### src/rtl/bfe_pkg.sv
package bfe_pkg;
  typedef enum logic [2:0] {
    ST_IDLE,
    ST_FETCH,
    ST_PUSH_SR,
    ST_PUSH_PC,
    ST_DONE
  } bfe_state_e;
endpackage

### src/rtl/bfe_ctx.sv
module bfe_ctx #(
  parameter int AW         = 32,
  parameter int MASK_W     = 4,
  parameter int MASK_LSB   = 4,
  parameter int OVF_VEC    = 10,
  parameter int UDF_VEC    = 11,
  parameter int WORD_BYTES = 4
) (
  input  logic              clk,
  input  logic              rst_n,
  input  logic              load,
  input  logic              is_ovf,
  input  logic [AW-1:0]     next_pc,
  input  logic [AW-1:0]     fault_pc,
  input  logic [MASK_W-1:0] prio,
  input  logic [AW-1:0]     sr,
  input  logic [AW-1:0]     sp,
  input  logic [AW-1:0]     vbr,
  output logic [AW-1:0]     vec_addr,
  output logic [AW-1:0]     sr_addr,
  output logic [AW-1:0]     pc_addr,
  output logic [AW-1:0]     sr_word,
  output logic [AW-1:0]     ret_pc,
  output logic [AW-1:0]     sr_next
);
  localparam logic [AW-1:0] OVF_OFS = AW'(OVF_VEC * WORD_BYTES);
  localparam logic [AW-1:0] UDF_OFS = AW'(UDF_VEC * WORD_BYTES);
  localparam logic [AW-1:0] STEP    = AW'(WORD_BYTES);

  logic              ovf_q;
  logic [AW-1:0]     ret_q, sr_q, sp_q, vbr_q;
  logic [MASK_W-1:0] prio_q;

  always_ff @(posedge clk or negedge rst_n) begin
    if (!rst_n) begin
      ovf_q  <= 1'b0;
      ret_q  <= '0;
      sr_q   <= '0;
      sp_q   <= '0;
      vbr_q  <= '0;
      prio_q <= '0;
    end else if (load) begin
      ovf_q  <= is_ovf;
      ret_q  <= is_ovf ? next_pc : fault_pc;
      sr_q   <= sr;
      sp_q   <= sp;
      vbr_q  <= vbr;
      prio_q <= prio;
    end
  end

  assign vec_addr = vbr_q + (ovf_q ? OVF_OFS : UDF_OFS);
  assign sr_addr  = sp_q - STEP;
  assign pc_addr  = sp_q - (STEP + STEP);
  assign sr_word  = sr_q;
  assign ret_pc   = ret_q;

  always_comb begin
    sr_next = sr_q;
    if (ovf_q) sr_next[MASK_LSB +: MASK_W] = prio_q;
  end
endmodule

### src/rtl/bfe_fsm.sv
module bfe_fsm
  import bfe_pkg::*;
#(
  parameter int AW = 32
) (
  input  logic          clk,
  input  logic          rst_n,
  input  logic          req_valid,
  output logic          req_ready,
  output logic          load,
  input  logic [AW-1:0] vec_addr,
  input  logic [AW-1:0] sr_addr,
  input  logic [AW-1:0] pc_addr,
  input  logic [AW-1:0] sr_word,
  input  logic [AW-1:0] ret_pc,
  input  logic [AW-1:0] sr_next,
  output logic          rd_valid,
  output logic [AW-1:0] rd_addr,
  input  logic          rd_ack,
  input  logic [AW-1:0] rd_data,
  output logic          wr_valid,
  output logic [AW-1:0] wr_addr,
  output logic [AW-1:0] wr_data,
  input  logic          wr_ack,
  output logic          done,
  output logic [AW-1:0] new_pc,
  output logic [AW-1:0] new_sr,
  output logic [AW-1:0] new_sp
);
  bfe_state_e    state_q;
  logic [AW-1:0] handler_q;

  assign req_ready = (state_q == ST_IDLE);
  assign load      = req_ready && req_valid;
  assign rd_valid  = (state_q == ST_FETCH);
  assign rd_addr   = vec_addr;
  assign wr_valid  = (state_q == ST_PUSH_SR) || (state_q == ST_PUSH_PC);
  assign wr_addr   = (state_q == ST_PUSH_PC) ? pc_addr : sr_addr;
  assign wr_data   = (state_q == ST_PUSH_PC) ? ret_pc  : sr_word;
  assign done      = (state_q == ST_DONE);

  always_ff @(posedge clk or negedge rst_n) begin
    if (!rst_n) begin
      state_q   <= ST_IDLE;
      handler_q <= '0;
      new_pc    <= '0;
      new_sr    <= '0;
      new_sp    <= '0;
    end else begin
      unique case (state_q)
        ST_IDLE:    if (load) state_q <= ST_FETCH;
        ST_FETCH:   if (rd_ack) begin
                      handler_q <= rd_data;
                      state_q   <= ST_PUSH_SR;
                    end
        ST_PUSH_SR: if (wr_ack) state_q <= ST_PUSH_PC;
        ST_PUSH_PC: if (wr_ack) begin
                      new_pc  <= handler_q;
                      new_sr  <= sr_next;
                      new_sp  <= pc_addr;
                      state_q <= ST_DONE;
                    end
        ST_DONE:    state_q <= ST_IDLE;
        default:    state_q <= ST_IDLE;
      endcase
    end
  end

  AST_ONE_PORT: assert property (@(posedge clk) disable iff (!rst_n)
    !(rd_valid && wr_valid));
  AST_RD_HOLD: assert property (@(posedge clk) disable iff (!rst_n)
    rd_valid && !rd_ack |=> rd_valid && $stable(rd_addr));
  AST_WR_HOLD: assert property (@(posedge clk) disable iff (!rst_n)
    wr_valid && !wr_ack |=> wr_valid && $stable(wr_addr) && $stable(wr_data));
  AST_DONE_PULSE: assert property (@(posedge clk) disable iff (!rst_n)
    done |=> !done);
  AST_BUSY_AT_DONE: assert property (@(posedge clk) disable iff (!rst_n)
    done |-> !req_ready);
  AST_READY_AFTER: assert property (@(posedge clk) disable iff (!rst_n)
    done |=> req_ready);
  AST_READ_FIRST: assert property (@(posedge clk) disable iff (!rst_n)
    load |=> rd_valid && !wr_valid);
endmodule

### src/rtl/bank_fault_entry.sv
module bank_fault_entry #(
  parameter int AW         = 32,
  parameter int MASK_W     = 4,
  parameter int MASK_LSB   = 4,
  parameter int OVF_VEC    = 10,
  parameter int UDF_VEC    = 11,
  parameter int WORD_BYTES = 4
) (
  input  logic              clk,
  input  logic              rst_n,
  input  logic              req_valid,
  output logic              req_ready,
  input  logic              req_is_ovf,
  input  logic [AW-1:0]     req_next_pc,
  input  logic [AW-1:0]     req_fault_pc,
  input  logic [MASK_W-1:0] req_prio,
  input  logic [AW-1:0]     cur_sr,
  input  logic [AW-1:0]     cur_sp,
  input  logic [AW-1:0]     vbr,
  output logic              rd_valid,
  output logic [AW-1:0]     rd_addr,
  input  logic              rd_ack,
  input  logic [AW-1:0]     rd_data,
  output logic              wr_valid,
  output logic [AW-1:0]     wr_addr,
  output logic [AW-1:0]     wr_data,
  input  logic              wr_ack,
  output logic              done,
  output logic [AW-1:0]     new_pc,
  output logic [AW-1:0]     new_sr,
  output logic [AW-1:0]     new_sp
);
  logic          load;
  logic [AW-1:0] vec_addr, sr_addr, pc_addr, sr_word, ret_pc, sr_next;

  bfe_ctx #(
    .AW(AW), .MASK_W(MASK_W), .MASK_LSB(MASK_LSB),
    .OVF_VEC(OVF_VEC), .UDF_VEC(UDF_VEC), .WORD_BYTES(WORD_BYTES)
  ) u_ctx (
    .clk(clk), .rst_n(rst_n), .load(load),
    .is_ovf(req_is_ovf), .next_pc(req_next_pc), .fault_pc(req_fault_pc),
    .prio(req_prio), .sr(cur_sr), .sp(cur_sp), .vbr(vbr),
    .vec_addr(vec_addr), .sr_addr(sr_addr), .pc_addr(pc_addr),
    .sr_word(sr_word), .ret_pc(ret_pc), .sr_next(sr_next)
  );

  bfe_fsm #(.AW(AW)) u_fsm (
    .clk(clk), .rst_n(rst_n),
    .req_valid(req_valid), .req_ready(req_ready), .load(load),
    .vec_addr(vec_addr), .sr_addr(sr_addr), .pc_addr(pc_addr),
    .sr_word(sr_word), .ret_pc(ret_pc), .sr_next(sr_next),
    .rd_valid(rd_valid), .rd_addr(rd_addr), .rd_ack(rd_ack), .rd_data(rd_data),
    .wr_valid(wr_valid), .wr_addr(wr_addr), .wr_data(wr_data), .wr_ack(wr_ack),
    .done(done), .new_pc(new_pc), .new_sr(new_sr), .new_sp(new_sp)
  );
endmodule

### config.mk
export PLATFORM = sky130hd
export DESIGN_NAME = bank_fault_entry
export DESIGN_NICKNAME = d
export VERILOG_FILES = /design/src/rtl/bfe_pkg.sv /design/src/rtl/bfe_ctx.sv /design/src/rtl/bfe_fsm.sv /design/src/rtl/bank_fault_entry.sv
export SDC_FILE = /design/constraint.sdc
export NUM_CORES = 1
export LEC_CHECK = 0
export ABC_AREA = 1
export CORE_MARGIN = 8
export CORE_UTILIZATION = 25
export CTS_BUF_LIST = sky130_fd_sc_hd__clkbuf_2 sky130_fd_sc_hd__clkbuf_4 sky130_fd_sc_hd__clkbuf_8
export DETAILED_ROUTE_END_ITERATION = 8
export GPL_TIMING_DRIVEN = 0
export PLACE_DENSITY_LB_ADDON = 0.2
export SYNTH_ARGS = -nofsm -noshare
export SYNTH_HDL_FRONTEND = slang
export SYNTH_SLANG_ARGS = --single-unit
### constraint.sdc
create_clock -name clk -period 4.6 [get_ports clk]
set_input_delay 0.69 -clock clk [delete_from_list [all_inputs] [get_ports clk]]
set_output_delay 0.69 -clock clk [all_outputs]
set_load 0.01 [all_outputs]
==> run metrics <==
run status=complete, no violations; Synth top area share=51.33%; # DRC=0; post-synthesis mux area share=1.925%; CTS tree=yes; met1 Track Usage GR=20.38%; DP Area=17750 sq um; r2r endpoint=u_fsm.new_sp[23]; initial DRC count=637; CP Depth=12; largest net degree at the start of global routing=103; sequential cell area fraction in the yosys report=51.33%; core area=51090 sq um; met2 Usage GRT=30.35%; Worst Setup EP=rd_addr[28]; Synth area leader=dfrtp_1; Fillers=5440; final std cells w/o fill=2763; initial antenna violation count=6; Post-Route WL=52.74 mm; Post-CTS Hold Fix Bufs=0; port buffer count=396; simple-gate area share of the yosys netlist=24.66%; Final Slew Violations=0; Worst Path Max Fanout=9; Crit-path slowest cell=clkdlybuf4s50_1; clock slew at reported path FFs=0.06 ns; Via density=4.490; Storage cell area=6606 sq um; DP Cell Count=2672; static leakage=8.511 nW; CP endpoint kind=primary output; Die Area=59000 sq um; main combinational cell family by area after synthesis=simple AND/OR/NAND/NOR gates; Min-Delay Path Class=input port to asynchronous set/reset pin; Worst Setup SP=u_ctx.ovf_q; Mapped Avg Cell Area=8.075 sq um; Yosys reg bits=264; First-pass DRT Iterations=6; global routing's busiest layer=met2; peak supply drop=0.2950 mV; H-tree Lvls=2; Ys Warns=0; FF-to-FF setup slack=2.58 ns; Layout Nets=2251; Clock Latency Late Sink=0.61 ns; Compound-Gate Fraction of Synth Area=11.33%; gr ovfl total=0; Post-Synth XOR/XNOR Area=2.994%; Worst slew margin=39.86%; Die Ht=242.9 microns; vias in the first global route=13086; CP startpoint kind=register; Most common cell on crit path=nand2_1; first-pass GRT wire length=80.14 mm; CP Class=register to primary output; Placer Congestion=0.8651; Post-DP HPWL=40.58 mm; Final setup viols=0; CP required=3.91 ns; CTS buffer count=51; crit path DAT=3.34 ns; crit path buf inv count=4; EDFF count, synth=0; PwrDens=701.1 nW/um^2; crit path time final=4.029 ns; area of the multi-input gates=5316 sq um; layout cells sized above 1=8.894%; Final period util=87.58%; Setup TNS=0 ns; Cell variety after synth=37; FF-to-FF Start=u_ctx.sp_q[3]; fmax=248.2 MHz; Core Rows=83; Area contributors post-synth=dfrtp_1, nand2_1, nor2_1; number of max-cap violations=0; Main synth FF type=dfrtp_1; Post-CTS Setup Inserts=0; Clock Sinks=264; unrepaired setup endpoints after global routing=false; Finished Cell Area=18780 sq um; CTS Root Cell=clkbuf_8; post-synthesis cell area=12870 sq um; CP peak stage delay=0.58 ns; Starting Density=25.19%; critical path's top delay family=buffers and inverters; fraction of the mapped netlist area in adder cells=0.3888%; post-cts sizing count=0; antenna-violating nets left=0; Synth Instances=1594; Hold Fails Final Rpt=0; IO Count=398; cells on worst reg2reg path=8; fraction of registers with async set/reset=100.0%; actual slew at the worst max-slew pin=0.9020 ns; Die W=242.9 microns; Area Growth Syn to Fin=45.93%; DR WL/cell=19.09 microns; Worst Skew=0.01914 ns; met3 Usage GRT=6.380%; syn_nets=1800; total track usage=17.47%; Critical Path, Cell by Cell=clkinv_1 > ha_1 > inv_1 > ha_1 > inv_1 > nand2_1 > nand2_1 > nand3_1 > nor2_1 > nand2_1 > xnor2_1 > clkdlybuf4s50_1; via count=12405; CTS Buffer Depth=3
routing by layer:
| metal | routed length (microns) | up-vias | part of all wire [%] |
|---|---|---|---|
| met1 | 21550 | 5929 | 41 |
| li1 | - | 5982 | - |
| met2 | 25830 | 409 | 49 |
| met3 | 4410 | 77 | 8.4 |
| met5 | 49 | - | 0.093 |
| met4 | 899 | 8 | 1.7 |
worst min path at each step:
stage / end / slack (ns) / cells past startpoint
finish: u_fsm.new_pc[9] / 0.06 / 1
global route: u_fsm.new_pc[9] / 0.03 / 1
CTS: u_fsm.handler_q[7] / 0.01 / 1
detailed placement: u_fsm.new_pc[8] / 0.46 / 2
global placement: u_fsm.new_sp[3] / 0.45 / 1
floorplan: u_ctx.ovf_q / 0.39 / 0
kinds of logic after synthesis:
kind of cell	count (synthesis)
AO/OA/AOI/OAI	264
XOR/XNOR	44
adder cells (fa/ha/maj)	4
buffers and inverters	211
flip-flops	264
multiplexers	22
AND/OR/NAND/NOR	785
cell usage in the layout, fill, tap and decap left out, types with 2 or more instances in the layout:
cell type and instances:
o31ai_1 33, buf_16 2, o21ai_1 94, a22oi_1 2, buf_1 5, inv_2 6, dfrtp_1 264, clkbuf_8 60
o21ai_0 106, o21ai_2 10, nor2_1 158, nand4_1 7, nor2_2 5, nand3_1 54, buf_2 23, mux2_2 3
clkbuf_4 23, nand2_1 528, diode_2 3, nor2_4 8, clkinv_1 3, buf_4 14, clkdlybuf4s50_1 395, buf_6 10
nor3_2 3, clkbuf_1 23, a21oi_1 14, nand2_2 9, clkinv_2 3, xnor2_1 7, ha_1 4, mux2_1 19
xor2_1 37, inv_1 127, nor3_1 10
per-stage QoR:
stage	setup WS, ns	hold WS [ns]	power (mW)	util [%]
after floorplan	2.190	0.3944	7.263	-
after global placement	-9.399	0.4495	10.83	34.61
after detailed placement	1.192	0.4594	10.89	34.73
after CTS	0.4730	0.01045	13.41	36.75
after global routing	0.3403	0.02576	14.20	36.75
final	0.5713	0.05875	13.17	36.76
area by class of cell:
class,count,area share [%]
Clock inverter,5,0.1665
Antenna cell,3,0.03997
Inverter,136,2.718
Clock buffer,83,5.316
Sequential cell,264,35.17
Buffer,75,2.331
Timing Repair Buffer,398,21.42
Tap cell,680,4.530
Multi-Input combinational cell,1119,28.30
power breakdown:
part	total (mW)	switching (mW)	leakage, nW	internal, mW
clock	2.40	1.04	0.554	1.36
combinational	6.58	3.61	4.71	2.97
sequential	4.19	0.759	3.25	3.43
registers in the layout (all words and copies together) (netlist names):
| name | count |
|---|---|
| u_ctx.ret_pc | 32 |
| u_ctx.sp_q | 32 |
| u_ctx.sr_word | 32 |
| u_ctx.vbr_q | 32 |
| u_fsm.handler_q | 32 |
| u_fsm.new_pc | 32 |
| u_fsm.new_sp | 32 |
| u_fsm.new_sr | 32 |
| u_ctx.prio_q | 4 |
| u_fsm.state_q | 3 |
| u_ctx.ovf_q | 1 |
Yosys cell counts (2+ instances only):
master    number
clkbuf_1      23
o21ai_1       94
a21oi_1       14
inv_2          6
clkinv_1       3
nor2_1       158
mux2_1        19
buf_6         10
a22oi_1        2
nor3_2         3
nand4_1        7
nor2_4         8
nand2_2        9
buf_1          5
buf_4         14
xnor2_1        7
inv_1        127
dfrtp_1      264
nand3_1       54
nor2_2         5
xor2_1        37
o21ai_0      106
mux2_2         3
nand2_1      528
buf_2         23
o21ai_2       10
ha_1           4
o31ai_1       33
nor3_1        10
No activity file was read; power rests on OpenSTA's default activity.
